**src/rtl/calib_pkg.sv**
```systemverilog
package calib_pkg;
  typedef enum logic [1:0] {
    CORR_NONE = 2'd0,
    CORR_SLOW = 2'd1,
    CORR_FAST = 2'd2
  } corr_e;
endpackage

```
**src/rtl/rate_prescaler.sv**
```systemverilog
module rate_prescaler #(
  parameter int PRESCALE = 256
) (
  input  logic clk,
  input  logic rst_n,
  input  logic clr,
  input  logic osc_en,
  input  logic stretch,
  output logic stage_pulse,
  output logic stretched
);
  localparam int HALF = PRESCALE / 2;
  localparam int LONG = PRESCALE + HALF;
  localparam int CW   = $clog2(LONG);

  logic [CW-1:0] cnt;
  logic [CW-1:0] limit;

  assign limit       = stretch ? CW'(LONG - 1) : CW'(PRESCALE - 1);
  assign stage_pulse = osc_en && (cnt >= limit);
  assign stretched   = stage_pulse && stretch;

  always_ff @(posedge clk or negedge rst_n) begin
    if (!rst_n)           cnt <= '0;
    else if (clr)         cnt <= '0;
    else if (stage_pulse) cnt <= '0;
    else if (osc_en)      cnt <= cnt + 1'b1;
  end

  p_cnt_bound_r2: assert property (@(posedge clk) disable iff (!rst_n)
    cnt <= CW'(LONG - 1));
  p_hold_idle_r1: assert property (@(posedge clk) disable iff (!rst_n)
    (!osc_en && !clr) |=> $stable(cnt));
endmodule

```
**src/rtl/rate_postscaler.sv**
```systemverilog
module rate_postscaler #(
  parameter int SECS = 128
) (
  input  logic clk,
  input  logic rst_n,
  input  logic clr,
  input  logic stage_pulse,
  input  logic split,
  output logic sec_pulse,
  output logic split_used
);
  localparam int PW = $clog2(SECS + 2) + 1;

  logic [PW-1:0] cnt;
  logic [PW-1:0] sum;

  assign sum        = cnt + (split ? PW'(2) : PW'(1));
  assign sec_pulse  = stage_pulse && (sum >= PW'(SECS));
  assign split_used = stage_pulse && split;

  always_ff @(posedge clk or negedge rst_n) begin
    if (!rst_n)          cnt <= '0;
    else if (clr)        cnt <= '0;
    else if (sec_pulse)  cnt <= sum - PW'(SECS);
    else if (stage_pulse) cnt <= sum;
  end

  p_cnt_bound_r3: assert property (@(posedge clk) disable iff (!rst_n)
    cnt < PW'(SECS));
endmodule

```
**src/rtl/cal_sequencer.sv**
```systemverilog
module cal_sequencer
  import calib_pkg::*;
#(
  parameter int CYCLE_MIN = 64,
  parameter int MAG_W     = 5
) (
  input  logic             clk,
  input  logic             rst_n,
  input  logic             stop,
  input  logic             min_tick,
  input  logic [MAG_W-1:0] cal_mag,
  input  logic             cal_pos,
  input  logic             consume,
  output corr_e            corr
);
  localparam int MIW = $clog2(CYCLE_MIN);
  localparam int SW  = ((MAG_W + 1 > MIW) ? MAG_W + 1 : MIW) + 1;

  logic [MIW-1:0]   mi;
  logic [MIW-1:0]   nxt;
  logic [MAG_W-1:0] mag_l;
  logic             pos_l;
  logic             pend;
  logic             hit;

  assign nxt = (mi == MIW'(CYCLE_MIN - 1)) ? '0 : mi + 1'b1;
  assign hit = SW'(nxt) < SW'({cal_mag, 1'b0});

  always_ff @(posedge clk or negedge rst_n) begin
    if (!rst_n) begin
      mi    <= MIW'(CYCLE_MIN - 1);
      mag_l <= '0;
      pos_l <= 1'b0;
      pend  <= 1'b0;
    end else if (stop) begin
      mi    <= MIW'(CYCLE_MIN - 1);
      pend  <= 1'b0;
    end else if (min_tick) begin
      mi    <= nxt;
      mag_l <= cal_mag;
      pos_l <= cal_pos;
      pend  <= hit;
    end else if (consume) begin
      pend  <= 1'b0;
    end
  end

  always_comb begin
    if (!pend)      corr = CORR_NONE;
    else if (pos_l) corr = CORR_FAST;
    else            corr = CORR_SLOW;
  end

  p_arm_window_r4: assert property (@(posedge clk) disable iff (!rst_n)
    $rose(pend) |-> (SW'(mi) < SW'({mag_l, 1'b0})));
  p_single_use_r5: assert property (@(posedge clk) disable iff (!rst_n)
    (consume && !min_tick) |=> !pend);
  p_stop_clears_r8: assert property (@(posedge clk) disable iff (!rst_n)
    stop |=> (!pend && mi == MIW'(CYCLE_MIN - 1)));
endmodule

```
**src/rtl/ftest_divider.sv**
```systemverilog
module ftest_divider #(
  parameter int FT_HALF = 32
) (
  input  logic clk,
  input  logic rst_n,
  input  logic clr,
  input  logic osc_en,
  output logic ft_out
);
  localparam int FW = $clog2(FT_HALF) + 1;
  logic [FW-1:0] cnt;

  always_ff @(posedge clk or negedge rst_n) begin
    if (!rst_n) begin
      cnt <= '0; ft_out <= 1'b0;
    end else if (clr) begin
      cnt <= '0; ft_out <= 1'b0;
    end else if (osc_en) begin
      if (cnt == FW'(FT_HALF - 1)) begin
        cnt <= '0; ft_out <= ~ft_out;
      end else begin
        cnt <= cnt + 1'b1;
      end
    end
  end

  p_ft_needs_osc_r7: assert property (@(posedge clk) disable iff (!rst_n)
    (ft_out != $past(ft_out)) |-> ($past(osc_en) || $past(clr)));
endmodule

```
**src/rtl/calib_rate_unit.sv**
```systemverilog
module calib_rate_unit
  import calib_pkg::*;
#(
  parameter int PRESCALE  = 256,
  parameter int SECS      = 128,
  parameter int FT_HALF   = 32,
  parameter int CYCLE_MIN = 64,
  parameter int MAG_W     = 5
) (
  input  logic             clk,
  input  logic             rst_n,
  input  logic             osc_en,
  input  logic             osc_stop,
  input  logic [MAG_W-1:0] cal_mag,
  input  logic             cal_positive,
  input  logic             min_tick,
  output logic             sec_tick,
  output logic             ftest_out
);
  corr_e corr;
  logic  stage_pulse, stretched, sec_pulse, split_used;

  cal_sequencer #(.CYCLE_MIN(CYCLE_MIN), .MAG_W(MAG_W)) u_seq (
    .clk(clk), .rst_n(rst_n), .stop(osc_stop), .min_tick(min_tick),
    .cal_mag(cal_mag), .cal_pos(cal_positive),
    .consume(stretched || split_used), .corr(corr));

  rate_prescaler #(.PRESCALE(PRESCALE)) u_pre (
    .clk(clk), .rst_n(rst_n), .clr(osc_stop), .osc_en(osc_en),
    .stretch(corr == CORR_SLOW), .stage_pulse(stage_pulse),
    .stretched(stretched));

  rate_postscaler #(.SECS(SECS)) u_post (
    .clk(clk), .rst_n(rst_n), .clr(osc_stop), .stage_pulse(stage_pulse),
    .split(corr == CORR_FAST), .sec_pulse(sec_pulse),
    .split_used(split_used));

  ftest_divider #(.FT_HALF(FT_HALF)) u_ft (
    .clk(clk), .rst_n(rst_n), .clr(osc_stop), .osc_en(osc_en),
    .ft_out(ftest_out));

  always_ff @(posedge clk or negedge rst_n) begin
    if (!rst_n)        sec_tick <= 1'b0;
    else if (osc_stop) sec_tick <= 1'b0;
    else               sec_tick <= sec_pulse;
  end

  p_tick_gap_r1: assert property (@(posedge clk) disable iff (!rst_n)
    sec_tick |=> !sec_tick);
  p_stop_quiet_r8: assert property (@(posedge clk) disable iff (!rst_n)
    osc_stop |=> !sec_tick);
endmodule

```
**config.mk**
```make
export PLATFORM = sky130hd
export DESIGN_NAME = calib_rate_unit
export DESIGN_NICKNAME = d
export VERILOG_FILES = /design/src/rtl/calib_pkg.sv /design/src/rtl/rate_prescaler.sv /design/src/rtl/rate_postscaler.sv /design/src/rtl/cal_sequencer.sv /design/src/rtl/ftest_divider.sv /design/src/rtl/calib_rate_unit.sv
export SDC_FILE = /design/constraint.sdc
export NUM_CORES = 1
export LEC_CHECK = 0
export ABC_AREA = 0
export ABC_CLOCK_PERIOD_IN_PS = 3400
export BUFFER_PORTS_ARGS = -buffer_cell sky130_fd_sc_hd__buf_2
export CORE_AREA = 2 2 63 65
export DETAILED_ROUTE_END_ITERATION = 10
export DIE_AREA = 0 0 65 67
export PLACE_DENSITY = 0.71
export SYNTH_ARGS = -nofsm -noshare
export SYNTH_HDL_FRONTEND = slang
export SYNTH_SLANG_ARGS = --single-unit
```
**constraint.sdc**
```tcl
create_clock -name clk -period 3.4 [get_ports clk]
set_input_delay 1.02 -clock clk [delete_from_list [all_inputs] [get_ports clk]]
set_output_delay 1.02 -clock clk [all_outputs]
set_load 0.01 [all_outputs]
```
==> flow_metrics.env, run 1 <==
export IMPL_core_area_mm2=0.00361
export IMPL_synth_ff_type="dfrtp_1"
export IMPL_cts_htree_levels=2
export IMPL_numPortBuffers=12
export IMPL_worstMarginPinSlew_ps=742
export IMPL_antenna_found_initial=0
export IMPL_drt_iter0_markers=103
export IMPL_netlist_instances=208
export IMPL_critical_path_required_ps=3610
export IMPL_run_status="completed"
export IMPL_setup_violations_final=0
export IMPL_grt_ovfl_total=0
export IMPL_cp_arrival_ps=2720
export IMPL_ir_drop_uv=307
export IMPL_cts_buffers=5
export IMPL_rsz0062_at_grt="false"
export IMPL_endpoint_kind="flip-flop"
export IMPL_synth_avg_cell_area_um2=9.30
export IMPL_remaining_drc_errors=0
export IMPL_vias_per_cell=5.41
export IMPL_p_per_area_mw_per_mm2=421
export IMPL_finalWirelength_mm=3.39
export IMPL_ios=13
export IMPL_async_flop_share_pct=100
export IMPL_ant_nets=0
export IMPL_grt_pass1_vias=1437
export IMPL_drive_gt1_share_pct=13.0
export IMPL_tns_ps=0
export IMPL_grt_total_usage_pct=18.6
export IMPL_cts_sinks=34
export IMPL_cts_tree="yes"
export IMPL_die_w_um=65
export IMPL_syn_area_mm2=0.00193
export IMPL_dr_pass1_iters=4
export IMPL_syn_nets=232
export IMPL_stdcell_area_mm2=0.00215
export IMPL_hold_viol=0
export IMPL_final_common_cell="nor2_1"
export IMPL_post_dp_cell_area_mm2=0.00204
export IMPL_hold_buffers=0
export IMPL_finalPower_w=0.000906
export IMPL_rows=22
export IMPL_clk_pin_slew_ps=70
export IMPL_critPathMaxFanout=4
export IMPL_cts_root_buf="clkbuf_8"
export IMPL_start_util_pct=53.6
export IMPL_die_area_mm2=0.00436
export IMPL_fmax_ghz=0.399
export IMPL_synth_seq_cells=34
export IMPL_fin_nets=246
export IMPL_ys_types=34
export IMPL_cap_violations=0
export IMPL_synth_edf_count=0
export IMPL_grt_max_degree=35
export IMPL_cts_setup_buffers=0
export IMPL_seq_area_frac_synth_pct=44.4
export IMPL_grt_pass1_wl_mm=6.20
export IMPL_maxSlewHeadroom_pct=50.5
export IMPL_syn_to_final_growth_pct=11.1
export IMPL_clk_latency_ps=280
export IMPL_min_path_type="reg2reg"
export IMPL_dp_hpwl_mm=2.37
export IMPL_total_leakage_power_nw=0.983
export IMPL_fin_crit_ps=2500
export IMPL_startpoint_type="flip-flop"
export IMPL_min_period_over_period_pct=73.7
export IMPL_ff2ff_path_depth=10
export IMPL_worst_setup_path_type="reg2reg"
export IMPL_antenna_cells=0
export IMPL_min_path_cells=2
export IMPL_postCtsResizedCells=0
export IMPL_fin_worst_skew_ps=6.60
export IMPL_gp_congestion=0.737
export IMPL_yosysWarnings=0
export IMPL_final_cell_mix="29 x nor2_1, 28 x dfrtp_1, 18 x nand2_1"
export IMPL_clockBufferDepth=2
export IMPL_dr_total_vias=1467
export IMPL_die_height_um=67
export IMPL_maxSlewViolCount=0
export IMPL_avgRoutedWirePerCell_um=12.5
layer usage:
layer | GRT usage [%] | part of all wire [%] | routed length (um) | up-vias
met3 | 4.73 | 4.4 | 149 | 5
met1 | 24.3 | 48 | 1640 | 692
li1 | - | - | - | 751
met5 | 0 | 0 | 0 | -
met2 | 29.6 | 46 | 1550 | 19
met4 | 7.18 | 1.4 | 48 | 0
synthesized netlist by cell type, types with 2 or more instances:
cell | instances | area, um^2
nand4b_1 | 2 | 17.5
clkbuf_1 | 6 | 22.5
ha_1 | 12 | 150
or3_1 | 2 | 12.5
xor2_1 | 13 | 114
or4_1 | 4 | 30.0
o21ai_0 | 8 | 40.0
a21oi_1 | 14 | 70.1
nor3_1 | 6 | 30.0
nand4_1 | 3 | 18.8
inv_1 | 12 | 45.0
nor2b_1 | 2 | 12.5
a21o_1 | 2 | 15.0
dfstp_2 | 6 | 158
dfrtp_1 | 28 | 701
nand2b_1 | 3 | 18.8
nand3_1 | 8 | 40.0
o21bai_1 | 4 | 30.0
nand2_1 | 18 | 67.6
a211o_1 | 3 | 26.3
nor2_1 | 29 | 109
xnor2_1 | 7 | 61.3
and3_1 | 3 | 18.8
a31oi_1 | 2 | 12.5
a211oi_1 | 2 | 15.0
cells by family after synthesis:
group           Yosys count  share of synthesized area (%)
compound gates           40                           13.1
xor+xnor                 20                           9.06
simple gates             81                           20.1
flops                    34                           44.4
buf+inv                  18                           3.49
fa+ha+maj                13                           8.80
mux                       2                           1.10
per-stage QoR:
step	hold slack (ps)	setup WS, ps	util (%)	cells
2_1_floorplan	495	1070	-	208
3_3_place_gp	515	976	56.6	263
3_5_place_dp	521	902	56.6	263
4_1_cts	531	881	59.6	271
5_1_grt	569	700	59.6	271
6_report	526	895	59.6	271
layout make-up:
| class | count | area [um^2] |
|---|---|---|
| multi-input combinational | 156 | 1010 |
| sequential | 34 | 858 |
| inverter | 12 | 45.0 |
| tap | 48 | 60.1 |
| timing repair buffer | 13 | 67.6 |
| fill | 318 | 1460 |
| clock buffer | 8 | 110 |
state kept, by name, indices dropped and copies added (netlist names):
| name | count |
|---|---|
| sec_tick | 1 |
| u_ft.cnt | 6 |
| u_ft.ft_out | 1 |
| u_post.cnt | 9 |
| u_pre.cnt | 9 |
| u_seq.mi | 6 |
| u_seq.pend | 1 |
| u_seq.pos_l | 1 |
path summary, 6_finish.rpt:
| check | start | endpoint | slack (ps) |
|---|---|---|---|
| min | u_post.cnt[0] | u_post.cnt[0] | 530 |
| min in group asynchronous | rst_n | u_seq.pend | 800 |
| max | u_seq.pend | u_post.cnt[7] | 900 |
| min reg2reg | u_post.cnt[0] | u_post.cnt[0] | 530 |
| max in group asynchronous | rst_n | u_ft.cnt[1] | 2130 |
| max reg2reg | u_seq.pend | u_post.cnt[7] | 900 |
power by group:
part / switching (W) / internal, W / leakage (nW)
combinational: 0.0000661 / 0.0000498 / 0.477
clock: 0.000140 / 0.000204 / 0.0575
sequential: 0.0000192 / 0.000426 / 0.449
critical path, stage by stage (launching register included):
cell and delay, ps:
dfrtp_1 390, nand2_1 140, ha_1 190, inv_1 50
fa_1 420, nor3_1 250, xnor2_1 120, ha_1 240
xor2_1 180, or3_1 320, a21oi_1 140
No activity file was read; power rests on OpenSTA's default activity.
==> inputs of run 2 (changes only) <==
ABC_CLOCK_PERIOD_IN_PS = 2500   (was 3400)
clock period = 2.5 ns   (was 3.4 ns; I/O delays follow)
==> run 2 against run 1 <==
  * Worst hold slack lost 6.8 ps
  * Sequential share of layout area shrank 1.2 points
  * Clock skew shrank 1.3 ps
  * Register-to-register slack lost 720 ps
  * Cell area grew 3.1%
  * Total power grew 52%
  * Cell count grew 1.5%
  * Via count grew 0.89%
  * Largest cell class unchanged
  * First-iteration DRC count shrank 52%
  * Die area is the same
  * Critical endpoint unchanged
  * Utilization grew 1.9 points
  * Non-clock buffer count grew 4
==> flow_metrics.env, run 2 (synthesis gave the netlist of run 1 again) <==
export IMPL_dp_cells=264
export IMPL_rrSetupSlack_ps=180
export IMPL_clk_latency_ps=290
export IMPL_grt_ovfl_total=0
export IMPL_total_leakage_power_nw=1.01
export IMPL_die_w_um=65
export IMPL_fin_crit_ps=2320
export IMPL_maxSlewHeadroom_pct=51.2
export IMPL_endpoint_kind="flip-flop"
export IMPL_final_common_cell="nor2_1"
export IMPL_tns_ps=0
export IMPL_critical_path_required_ps=2720
export IMPL_run_status="completed"
export IMPL_fmax_ghz=0.431
export IMPL_die_height_um=67
export IMPL_ant_nets=0
export IMPL_final_cell_mix="29 x nor2_1, 28 x dfrtp_1, 17 x nand2_1"
export IMPL_hold_viol=0
export IMPL_grt_total_usage_pct=19.1
export IMPL_finalWirelength_mm=3.48
export IMPL_maxSlewViolCount=0
export IMPL_dp_slack_ps=32.9
export IMPL_syn_to_final_growth_pct=14.6
export IMPL_antenna_cells=0
export IMPL_worstPathCellList="nand2_2, ha_1, inv_1, fa_1, nor3_2, xnor2_1, ha_2, xor2_1, or3_1, a21oi_1"
export IMPL_worstMarginPinSlew_ps=732
export IMPL_setup_violations_final=0
export IMPL_critPathMaxFanout=3
export IMPL_cp_slowest_stage_delay_ps=410
export IMPL_fin_nets=250
export IMPL_clk_pin_slew_ps=70
export IMPL_min_path_type="in2async"
export IMPL_min_period_over_period_pct=92.9
export IMPL_drive_gt1_share_pct=15.9
export IMPL_slowest_stage="dfrtp_1"
export IMPL_top_regs="u_post.cnt (9), u_pre.cnt (9)"
export IMPL_worst_setup_path_type="reg2reg"
export IMPL_avgRoutedWirePerCell_um=12.6
export IMPL_cts_buffers=5
export IMPL_instances_no_fill=275
export IMPL_dp_hpwl_mm=2.33
export IMPL_clockBufferDepth=2
export IMPL_vias_per_cell=5.38
export IMPL_ir_drop_uv=482
export IMPL_fin_worst_skew_ps=5.31
export IMPL_cts_htree_levels=2
export IMPL_grt_pass1_wl_mm=6.18
export IMPL_remaining_drc_errors=0
export IMPL_gp_congestion=0.829
export IMPL_cp_arrival_ps=2540
export IMPL_grt_max_degree=35
export IMPL_ios=13
export IMPL_rows=22
export IMPL_cts_tree="yes"
export IMPL_cap_violations=0
export IMPL_p_per_area_mw_per_mm2=620
export IMPL_cts_root_buf="clkbuf_8"
export IMPL_start_util_pct=53.6
export IMPL_dr_total_vias=1480
export IMPL_startpoint_type="flip-flop"
export IMPL_numPortBuffers=12
export IMPL_setup_ws_ps=179
export IMPL_core_area_mm2=0.00361
export IMPL_grt_pass1_vias=1369
export IMPL_die_area_mm2=0.00436
export IMPL_antenna_found_initial=0
export IMPL_dr_pass1_iters=4
export IMPL_cts_sinks=34
export IMPL_fin_util_pct=61.5
export IMPL_drt_iter0_markers=49
## run 2: metrics by stage
step | cell area, um^2 | power, W | hold slack, ps
after detailed placement | 2050 | 0.000773 | 526
after global placement | 2050 | 0.000770 | 514
after global routing | 2220 | 0.00146 | 561
after CTS | 2180 | 0.00140 | 539
after floorplan | 1930 | 0.000726 | 454
final | 2220 | 0.00137 | 519
## run 2: routing by layer
layer / track usage [%] / vias to the layer above / share of wire (%)
met1: 24.7 / 699 / 49
met2: 29.0 / 18 / 45
li1: - / 756 / -
met5: 0 / - / 0
met4: 8.51 / 0 / 1.8
met3: 6.59 / 7 / 3.6
## run 2: worst max-delay path: cells and delay by family, from the launching register on
family / cells / cell delay, ps
fa+ha+maj: 3 / 790
simple gates: 3 / 570
flops: 1 / 410
xor+xnor: 2 / 290
compound gates: 1 / 140
buf+inv: 1 / 60
## run 2: worst paths after layout
check | from | depth (start not counted) | end
min in group clk | u_post.cnt[8] | 2 | u_post.cnt[8]
worst min-delay path | rst_n | 1 | u_post.cnt[0]
worst max-delay path | u_seq.pend | 10 | u_post.cnt[7]
worst min register to register | u_post.cnt[8] | 2 | u_post.cnt[8]
worst max register to register | u_seq.pend | 10 | u_post.cnt[7]
max in group asynchronous | rst_n | 1 | u_pre.cnt[3]
## run 2: power breakdown
part / internal (W) / switching, W / leakage, nW / total, W
Clock: 0.000399 / 0.000213 / 0.0683 / 0.000612
Combinational: 0.0000680 / 0.0000894 / 0.494 / 0.000157
Sequential: 0.000579 / 0.0000261 / 0.449 / 0.000605
## run 2: final cells by class
cell class              instances  area (um^2)
multi-input cells             156         1020
inverters                      12         45.0
fillers                       325         1390
repair buffers                 17         97.6
clock inverters                 3         68.8
clock buffers                   5         68.8
flip-flops and latches         34          858
well taps                      48         60.1
## run 2: what timing repair did
| action | CTS | global route |
|---|---|---|
| hold buffers | 0 | 0 |
| endpoints found under the hold margin | 0 | 0 |
| setup endpoints to repair | 0 | 2 |
| gates resized for setup | 0 | 3 |
| setup buffers | 0 | 3 |
